**src/rtl/io_split_pkg.sv**
```systemverilog
package io_split_pkg;
   typedef enum logic [1:0] {
      SPL_IDLE  = 2'd0,
      SPL_ISSUE = 2'd1,
      SPL_WAIT  = 2'd2,
      SPL_RESP  = 2'd3
   } spl_state_t;
endpackage

```
**src/rtl/io_split_decode.sv**
```systemverilog
// Turns a byte address and length into lower/upper DWORD addresses,
// lane enables and lane-aligned write data.
module io_split_decode #(
   parameter int ADDR_W = 16,
   parameter int LANES  = 4
) (
   input  logic [ADDR_W-1:0]               addr,
   input  logic [$clog2(LANES):0]          len,
   input  logic [8*LANES-1:0]              wdata,
   output logic [ADDR_W:0]                 lo_addr,
   output logic [ADDR_W:0]                 hi_addr,
   output logic [LANES-1:0]                lo_be,
   output logic [LANES-1:0]                hi_be,
   output logic [16*LANES-1:0]             wide_wdata,
   output logic [$clog2(LANES)-1:0]        off
);
   localparam int OFF_W = $clog2(LANES);
   localparam int MW    = 2 * LANES;
   localparam int WW    = 16 * LANES;

   logic [MW-1:0] span;
   logic [MW-1:0] mask;

   always_comb begin
      off        = addr[OFF_W-1:0];
      span       = (MW'(1) << len) - MW'(1);
      mask       = span << off;
      lo_be      = mask[LANES-1:0];
      hi_be      = mask[MW-1:LANES];
      lo_addr    = {1'b0, addr[ADDR_W-1:OFF_W], {OFF_W{1'b0}}};
      hi_addr    = lo_addr + (ADDR_W+1)'(LANES);
      wide_wdata = WW'(wdata) << (8 * off);
   end
endmodule

```
**src/rtl/io_split_merge.sv**
```systemverilog
// Collects enabled bytes of up to two completions and realigns them.
module io_split_merge #(
   parameter int LANES = 4
) (
   input  logic                       clk,
   input  logic                       rst_n,
   input  logic                       clear,
   input  logic                       cap_valid,
   input  logic                       cap_upper,
   input  logic [LANES-1:0]           cap_be,
   input  logic [8*LANES-1:0]         cap_data,
   input  logic [$clog2(LANES)-1:0]   off,
   output logic [8*LANES-1:0]         rdata
);
   localparam int NB = 2 * LANES;

   logic [7:0]        line [NB];
   logic [8*NB-1:0]   line_flat;

   for (genvar j = 0; j < NB; j++) begin : g_byte
      localparam int  LN = j % LANES;
      localparam bit  UP = (j >= LANES);
      always_ff @(posedge clk) begin
         if (!rst_n || clear)
            line[j] <= '0;
         else if (cap_valid && (cap_upper == UP) && cap_be[LN])
            line[j] <= cap_data[8*LN +: 8];
      end
   end

   always_comb begin
      for (int j = 0; j < NB; j++) line_flat[8*j +: 8] = line[j];
      rdata = (8*LANES)'(line_flat >> (8 * off));
   end
endmodule

```
**src/rtl/io_split_unit.sv**
```systemverilog
module io_split_unit
   import io_split_pkg::*;
#(
   parameter int ADDR_W = 16,
   parameter int DATA_W = 32
) (
   input  logic                          clk,
   input  logic                          rst_n,
   input  logic                          req_valid,
   output logic                          req_ready,
   input  logic [ADDR_W-1:0]             req_addr,
   input  logic [$clog2(DATA_W/8):0]     req_len,
   input  logic                          req_write,
   input  logic [DATA_W-1:0]             req_wdata,
   output logic                          dn_valid,
   input  logic                          dn_ready,
   output logic [ADDR_W:0]               dn_addr,
   output logic [DATA_W/8-1:0]           dn_be,
   output logic                          dn_write,
   output logic [DATA_W-1:0]             dn_wdata,
   input  logic                          cpl_valid,
   input  logic [DATA_W-1:0]             cpl_rdata,
   input  logic                          cpl_err,
   output logic                          rsp_valid,
   output logic [DATA_W-1:0]             rsp_rdata,
   output logic                          rsp_err
);
   localparam int LANES = DATA_W / 8;
   localparam int OFF_W = $clog2(LANES);
   localparam int LEN_W = OFF_W + 1;

   if (DATA_W % 8 != 0) begin : g_bad_width
      $error("io_split_unit: DATA_W must be a whole number of bytes");
   end
   if (LANES < 2 || (1 << OFF_W) != LANES) begin : g_bad_lanes
      $error("io_split_unit: lane count must be a power of two, at least 2");
   end
   if (ADDR_W <= OFF_W) begin : g_bad_addr
      $error("io_split_unit: ADDR_W too small for the lane count");
   end

   spl_state_t          st;
   logic [ADDR_W-1:0]   a_addr;
   logic [LEN_W-1:0]    a_len;
   logic                a_wr;
   logic [DATA_W-1:0]   a_wdata;
   logic                upper;
   logic                err_acc;

   logic [ADDR_W:0]     lo_addr, hi_addr;
   logic [LANES-1:0]    lo_be, hi_be;
   logic [2*DATA_W-1:0] wide_wdata;
   logic [OFF_W-1:0]    off;
   logic [DATA_W-1:0]   merged;
   logic                accept, split, last_cpl;

   io_split_decode #(.ADDR_W(ADDR_W), .LANES(LANES)) u_dec (
      .addr(a_addr), .len(a_len), .wdata(a_wdata),
      .lo_addr(lo_addr), .hi_addr(hi_addr), .lo_be(lo_be), .hi_be(hi_be),
      .wide_wdata(wide_wdata), .off(off)
   );

   io_split_merge #(.LANES(LANES)) u_mrg (
      .clk(clk), .rst_n(rst_n), .clear(accept),
      .cap_valid(st == SPL_WAIT && cpl_valid && !a_wr),
      .cap_upper(upper), .cap_be(dn_be), .cap_data(cpl_rdata),
      .off(off), .rdata(merged)
   );

   assign req_ready = (st == SPL_IDLE);
   assign accept    = req_valid && req_ready;
   assign split     = |hi_be;
   assign last_cpl  = upper || !split;

   assign dn_valid  = (st == SPL_ISSUE);
   assign dn_addr   = upper ? hi_addr : lo_addr;
   assign dn_be     = upper ? hi_be : lo_be;
   assign dn_write  = a_wr;
   assign dn_wdata  = upper ? wide_wdata[2*DATA_W-1:DATA_W] : wide_wdata[DATA_W-1:0];

   assign rsp_valid = (st == SPL_RESP);
   assign rsp_rdata = a_wr ? '0 : merged;
   assign rsp_err   = err_acc;

   always_ff @(posedge clk) begin
      if (!rst_n) begin
         st      <= SPL_IDLE;
         a_addr  <= '0;
         a_len   <= LEN_W'(1);
         a_wr    <= 1'b0;
         a_wdata <= '0;
         upper   <= 1'b0;
         err_acc <= 1'b0;
      end else begin
         unique case (st)
            SPL_IDLE: if (accept) begin
               a_addr  <= req_addr;
               a_len   <= req_len;
               a_wr    <= req_write;
               a_wdata <= req_wdata;
               upper   <= 1'b0;
               err_acc <= 1'b0;
               st      <= SPL_ISSUE;
            end
            SPL_ISSUE: if (dn_ready) st <= SPL_WAIT;
            SPL_WAIT: if (cpl_valid) begin
               err_acc <= err_acc | cpl_err;
               if (last_cpl) st <= SPL_RESP;
               else begin
                  upper <= 1'b1;
                  st    <= SPL_ISSUE;
               end
            end
            SPL_RESP: st <= SPL_IDLE;
            default:  st <= SPL_IDLE;
         endcase
      end
   end
endmodule

```
**config.mk**
```make
export PLATFORM = sky130hd
export DESIGN_NAME = io_split_unit
export DESIGN_NICKNAME = d
export VERILOG_FILES = /design/src/rtl/io_split_pkg.sv /design/src/rtl/io_split_decode.sv /design/src/rtl/io_split_merge.sv /design/src/rtl/io_split_unit.sv
export SDC_FILE = /design/constraint.sdc
export NUM_CORES = 1
export LEC_CHECK = 0
export BUFFER_PORTS_ARGS = -buffer_cell sky130_fd_sc_hd__clkbuf_2
export CORE_MARGIN = 2
export CORE_UTILIZATION = 58
export DETAILED_ROUTE_END_ITERATION = 8
export PLACE_DENSITY_LB_ADDON = 0.05
export RECOVER_POWER = 25
export SYNTH_ARGS = -nofsm -noshare
export SYNTH_HDL_FRONTEND = slang
export SYNTH_SLANG_ARGS = --single-unit
export TNS_END_PERCENT = 5
```
**constraint.sdc**
```tcl
create_clock -name clk -period 4.9 [get_ports clk]
set_clock_uncertainty 0.1 [all_clocks]
set_input_delay 1.47 -clock clk [delete_from_list [all_inputs] [get_ports clk]]
set_output_delay 1.47 -clock clk [all_outputs]
set_load 0.02 [all_outputs]
```
* After elaboration in Yosys (flattened, before gate mapping)
Memory sizes are Yosys's and may differ from the RTL's.
Index checks and enable logic that the tools add are counted.
** Storage, ports and cells
- Flip-flop bits (word level) :: 56
- Latch bits :: 0
- Bits in writable memories :: 64
- ROM bits :: 0
- Input bits :: 90
- Output and inout port bits :: 90
- Logic and storage cells :: 105
- Memories kept :: 1
** Operators by class
- Add/sub/neg operators :: 2
- Multipliers :: 0
- Divide/modulo/power cells :: 0
- Magnitude comparators :: 0
- Eq/ne operators :: 7
- Shift-type cells :: 4
- Mux-type cells :: 49
- Bitwise gates (word level) :: 10
- Reductions and logical operators :: 25
** Memory list
- u_mrg.line :: depth 8, width 8, rd ports 8, clocked after memory_dff 0, wr ports 8, line io_split_merge.sv:17 : logic [7:0] line [NB];
** Operators with widths (number)
- two-way mux 32 bit :: 2
- two-way mux 8 bit :: 8
- << shifter 32 x 5 -> 64 bit :: 1
- right shift 64 x 5 -> 32 bit :: 1
- two-way mux 1 bit :: 30
- adder 16 x 3 -> 17 bit (second input constant) :: 1
- two-way mux 17 bit :: 1
- logical AND 1 bit :: 13
- bitwise OR 1 bit :: 9
- two-way mux 2 bit :: 4
- one-hot mux 2 bit (4 select lines) :: 1
- << shifter 1 x 3 -> 8 bit (first input constant) :: 1
- << shifter 8 x 2 -> 8 bit :: 1
- subtractor 8 x 2 -> 8 bit (second input constant) :: 1
- AND reduction 3 bit :: 2
- == test 2 bit (second input constant) :: 2
- two-way mux 4 bit :: 1
- != test 2 x 1 -> 1 bit (second input constant) :: 2
- != test 2 bit (second input constant) :: 2
- one-hot mux 1 bit (2 select lines) :: 2
- AND reduction 4 bit :: 1
- OR reduction 4 bit :: 1
- logical NOT 1 bit :: 3
- == test 2 x 1 -> 1 bit (second input constant) :: 1
- 5 further kinds :: 6

* Longest topological paths before layout
- Depth after elaboration :: 9
- Gate-level depth with buffers :: 11

* By module
A second synthesis with hierarchy kept.
** Unflattened totals
- Cell total of the unflattened synthesis :: 739
- Area, all modules :: 7648.6 um^2
** By module, submodules not included
- io_split_unit :: times used 1, cells an instance 345, area an instance 3179.3 um^2, sequential area each 1121.1 um^2
- io_split_merge :: times used 1, cells an instance 183, area an instance 3017.9 um^2, sequential area each 1681.6 um^2
- io_split_decode :: times used 1, cells an instance 211, area an instance 1451.4 um^2, sequential area each 0.0 um^2

* Worst setup path after synthesis
Ideal clock, no wire load.
- Path type :: register to output
- Start point :: reg a_len[2]
- End point :: out dn_be[0]
- Data arrival time :: 2.168 ns
- Setup slack :: 1.162 ns
- Stages on the path, launching flop included :: 9
- Path through :: dfxtp_1 or3_1 ha_1 buf_2 o21a_1 o21ai_0 nand4b_1 a31oi_1 inv_1
** Between the ends
- Word-level cells in the longest chain between the ends :: 4
** Ends and longest elaborated chain
- start: declaration :: line io_split_unit.sv:44 : logic [LEN_W-1:0] a_len;
- start signal: assignment :: line io_split_unit.sv:98 : a_len <= req_len;
- << shifter 1 x 3 -> 8 bit :: line io_split_decode.sv:26 : span = (MW'(1) << len) - MW'(1);
- subtractor 8 x 2 -> 8 bit :: line io_split_decode.sv:26
- << shifter 8 x 2 -> 8 bit :: line io_split_decode.sv:27 : mask = span << off;
- two-way mux 4 bit :: line io_split_unit.sv:77 : assign dn_be = upper ? hi_be : lo_be;
- end: declaration :: line io_split_unit.sv:18 : output logic [DATA_W/8-1:0] dn_be,
Every way passes these cells.

* Worst setup path in the final report
Same ends and word-level chain as after synthesis.

==> results by group <==
Pwr
  • Leakage power: roughly 0.0033 µW
  • Sw power: 877 µW
  • VDD IR max: about 250 µV
  • Switching share of total power: 0.335
  • Clk network pwr share: 0.284
  • Pwr per Cell Area: 330 mW/mm²
  • Design internal power: 1740 µW
  • Comb pwr share: 0.268
  • Sequential power share: 0.449

Cells and area
  • ANT cells: 0
  • Fill cells: 937
  • Fin cells: between 1,000 and 1,500
  • Layout area overhead: 17.4%
  • Share of cells above drive strength 1: 0.273
  • Final net count: 951
  • Final Util: 0.695

Flow run
  • Max-cap violations: 2

Synthesis
  • Mapped Cells: between 700 and 800
  • Syn Area/Cell: approximately 9.4 µm²
  • Synth cell count leaders: 158 x nand2_1, 56 x dfxtp_1, 56 x edfxtp_1, 51 x a21boi_0, 46 x and2_1
  • Asr flop ratio synth: 0
  • Syn. warnings: 0
  • Seq cells post-synth: around 110
  • Yosys top cell area share: 0.249
  • Prevailing post-synth register cell: edfxtp_1
  • Synth top area cells: edfxtp_1 25%, dfxtp_1 17%, mux4_2 11%
  • Post-synthesis cell area: 0.00676 mm²
  • Yosys cell types: 53
  • Cell taking the most area after synthesis: edfxtp_1
  • Most common cell in the netlist: nand2_1
  • Post-synth EDFFs: 56
  • Sequential area share after synthesis: 0.415

Outcome
  • Status: finished with violations
  • Failing checks: max-capacitance violations, max-slew violations

Global route
  • Overall fraction of global-route tracks in use: 0.296
  • Initial antenna violation count: 0
  • First-pass GRT wire length: 29,000 µm
  • Total gr overflow: 0
  • Largest net degree at the start of global routing: between 50 and 60
  • Vias in the first global route: 5,528

CTS
  • Root Buffer: clkbuf_16
  • CTS Hold Buffers Added: 0
  • Deepest clock path buffer count: 2
  • CTS tree: yes
  • Post-CTS Setup Inserts: 0
  • Clock-pin slew on the worst setup and hold paths: around 0.070 ns
  • Worst-Skew Late Latency: approximately 0.35 ns
  • # H-tree levels: 3
  • Sink Count: 112
  • CTS Buf Count: 9

Hold path
  • HP Class: reg2reg
  • Hold Crit Depth: 2

Setup path
  • Worst setup path class: reg2out
  • Worst path max stage delay: 0.48 ns
  • CP Max Fanout: 14
  • Required time worst endpoint: 3.33 ns
  • Reg2Reg Depth: 6
  • Crit end category: primary output
  • Cell chain of the critical path: or3_1 -> ha_1 -> o21a_1 -> o21ai_0 -> nand4b_1 -> a31oi_2 -> inv_1 -> clkbuf_2
  • Worst EP arrival: around 2.9 ns
  • CP startpoint kind: register
  • Critical Path Slowest Stage Cell: or3_1

Die
  • I/O pins: 180
  • DIE AREA: 0.0125 mm²
  • Die Wd: 112 µm
  • Die height: 112 µm
  • Rows: 39
  • Core region area: 0.0114 mm²
  • Initial core utilization: 0.592

STA
  • Final Hold Fails: 0
  • Worst-margin pin slew: 2.73 ns
  • Final period utilization: 0.913
  • Max Fclk: between 0.2 and 0.25 GHz
  • # setup viols final: 0
  • Hold Slack: between 0.3 and 0.4 ns
  • Final slew viol count: 107
  • Slew headroom: -0.822
  • Clock period minus worst slack: roughly 4.5 ns
  • RSZ-0062 raised after global routing: no
  • Setup TNS: 0 ns

Route
  • DR WL/cell: 18.4 µm
  • Final ANT Viol Nets: 0
  • Vias: about 6,000
  • DRT Pass-1 Iters: 5
  • DR iter-0 viols: between 600 and 700
  • Wirelength, routed: 18,600 µm
  • DRC violation count after routing: 0
  • Drt via density: 5.83

Place
  • Port bufs: 177
  • Placed Instances: 991
  • GPL Wtd Cong: 0.926
  • DP Wirelength: between 10,000 and 15,000 µm
## through the flow
step                      total power, µW  area [µm²]  setup slack (ns)
final                                2620        7940             0.428
after global routing                 2730        7940             0.273
after CTS                            2630        7950             0.246
after detailed placement             1890        7650             0.632
after global placement               1870        7650             0.712
after floorplan                      1650        6760              1.16
## registers in the layout, indices dropped and copies added, names as in the netlist
register / flops
u_mrg.line: 56
a_wdata: 32
a_addr: 16
a_len: 3
st: 2
dn_write: 1
rsp_err: 1
upper: 1
## cell usage in the layout, fill, tap and decap left out, types with 9 or more instances in the layout
master / count
a21oi_1: 22
nor2_1: 33
and3_1: 19
nand2_1: 158
clkbuf_2: 171
mux4_2: 32
mux2i_1: 26
xnor2_1: 12
dfxtp_1: 54
clkbuf_16: 9
o21ai_0: 24
a21boi_0: 51
nor2b_1: 45
nand2b_1: 9
and2_1: 44
edfxtp_1: 56
## power by group through the flow
stage / clock (µW) / sequential [µW] / combinational, µW
5_1_grt: 785 / 1190 / 761
3_3_place_gp: 0 / 1190 / 681
2_1_floorplan: 0 / 1120 / 522
4_1_cts: 752 / 1170 / 699
6_report: 743 / 1180 / 702
3_5_place_dp: 0 / 1190 / 695
## kinds of logic (layout without fill, tap and decap cells)
group                      after synthesis  count (layout)  share of synthesized area
and+or+nand+nor                        336             336                      0.243
buffers and inverters                   63             208                     0.0402
adders and majority gates                2               2                    0.00370
xor gates and xnor gates                15              15                     0.0194
DFF                                    112             112                      0.415
other                                    1               2                   0.000555
AOI/OAI and AO/OA                      129             129                      0.130
muxes                                   60              60                      0.148
## area by class of cell
class	count	area (µm²)	share of cell area
Sequential cell	112	2810	0.354
Multi-Input combinational cell	544	3690	0.466
Inverter	6	22.5	0.00284
Clock buffer	9	225	0.0284
Timing Repair Buffer	186	938	0.118
Tap cell	143	179	0.0225
Clock inverter	7	68.8	0.00867
## layer usage
layer	global-route usage	routed length (µm)
met1	0.375	7420
met2	0.518	9590
met3	0.0506	1030
met4	0.100	530
met5	0	0
## critical path: cells and delay by family (launching register included)
family | cells | cell delay, ns
DFF | 1 | 0.45
and+or+nand+nor | 2 | 0.67
AOI/OAI and AO/OA | 3 | 0.80
buffers and inverters | 2 | 0.27
adders and majority gates | 1 | 0.36
## worst paths after layout
path	start	to	slack (ns)
worst min-delay path	rsp_err	rsp_err	0.38
worst max register to register	a_len[2]	u_mrg.line[1][3]	1.50
worst min register to register	rsp_err	rsp_err	0.38
worst max-delay path	a_len[2]	dn_be[0]	0.43
## timing repair
action / 4_1_cts / 5_1_grt
hold endpoints to repair: 0 / 0
endpoints found under the setup margin: 0 / 1
gates resized for setup: 0 / 1
No activity file was read; power rests on OpenSTA's default activity.
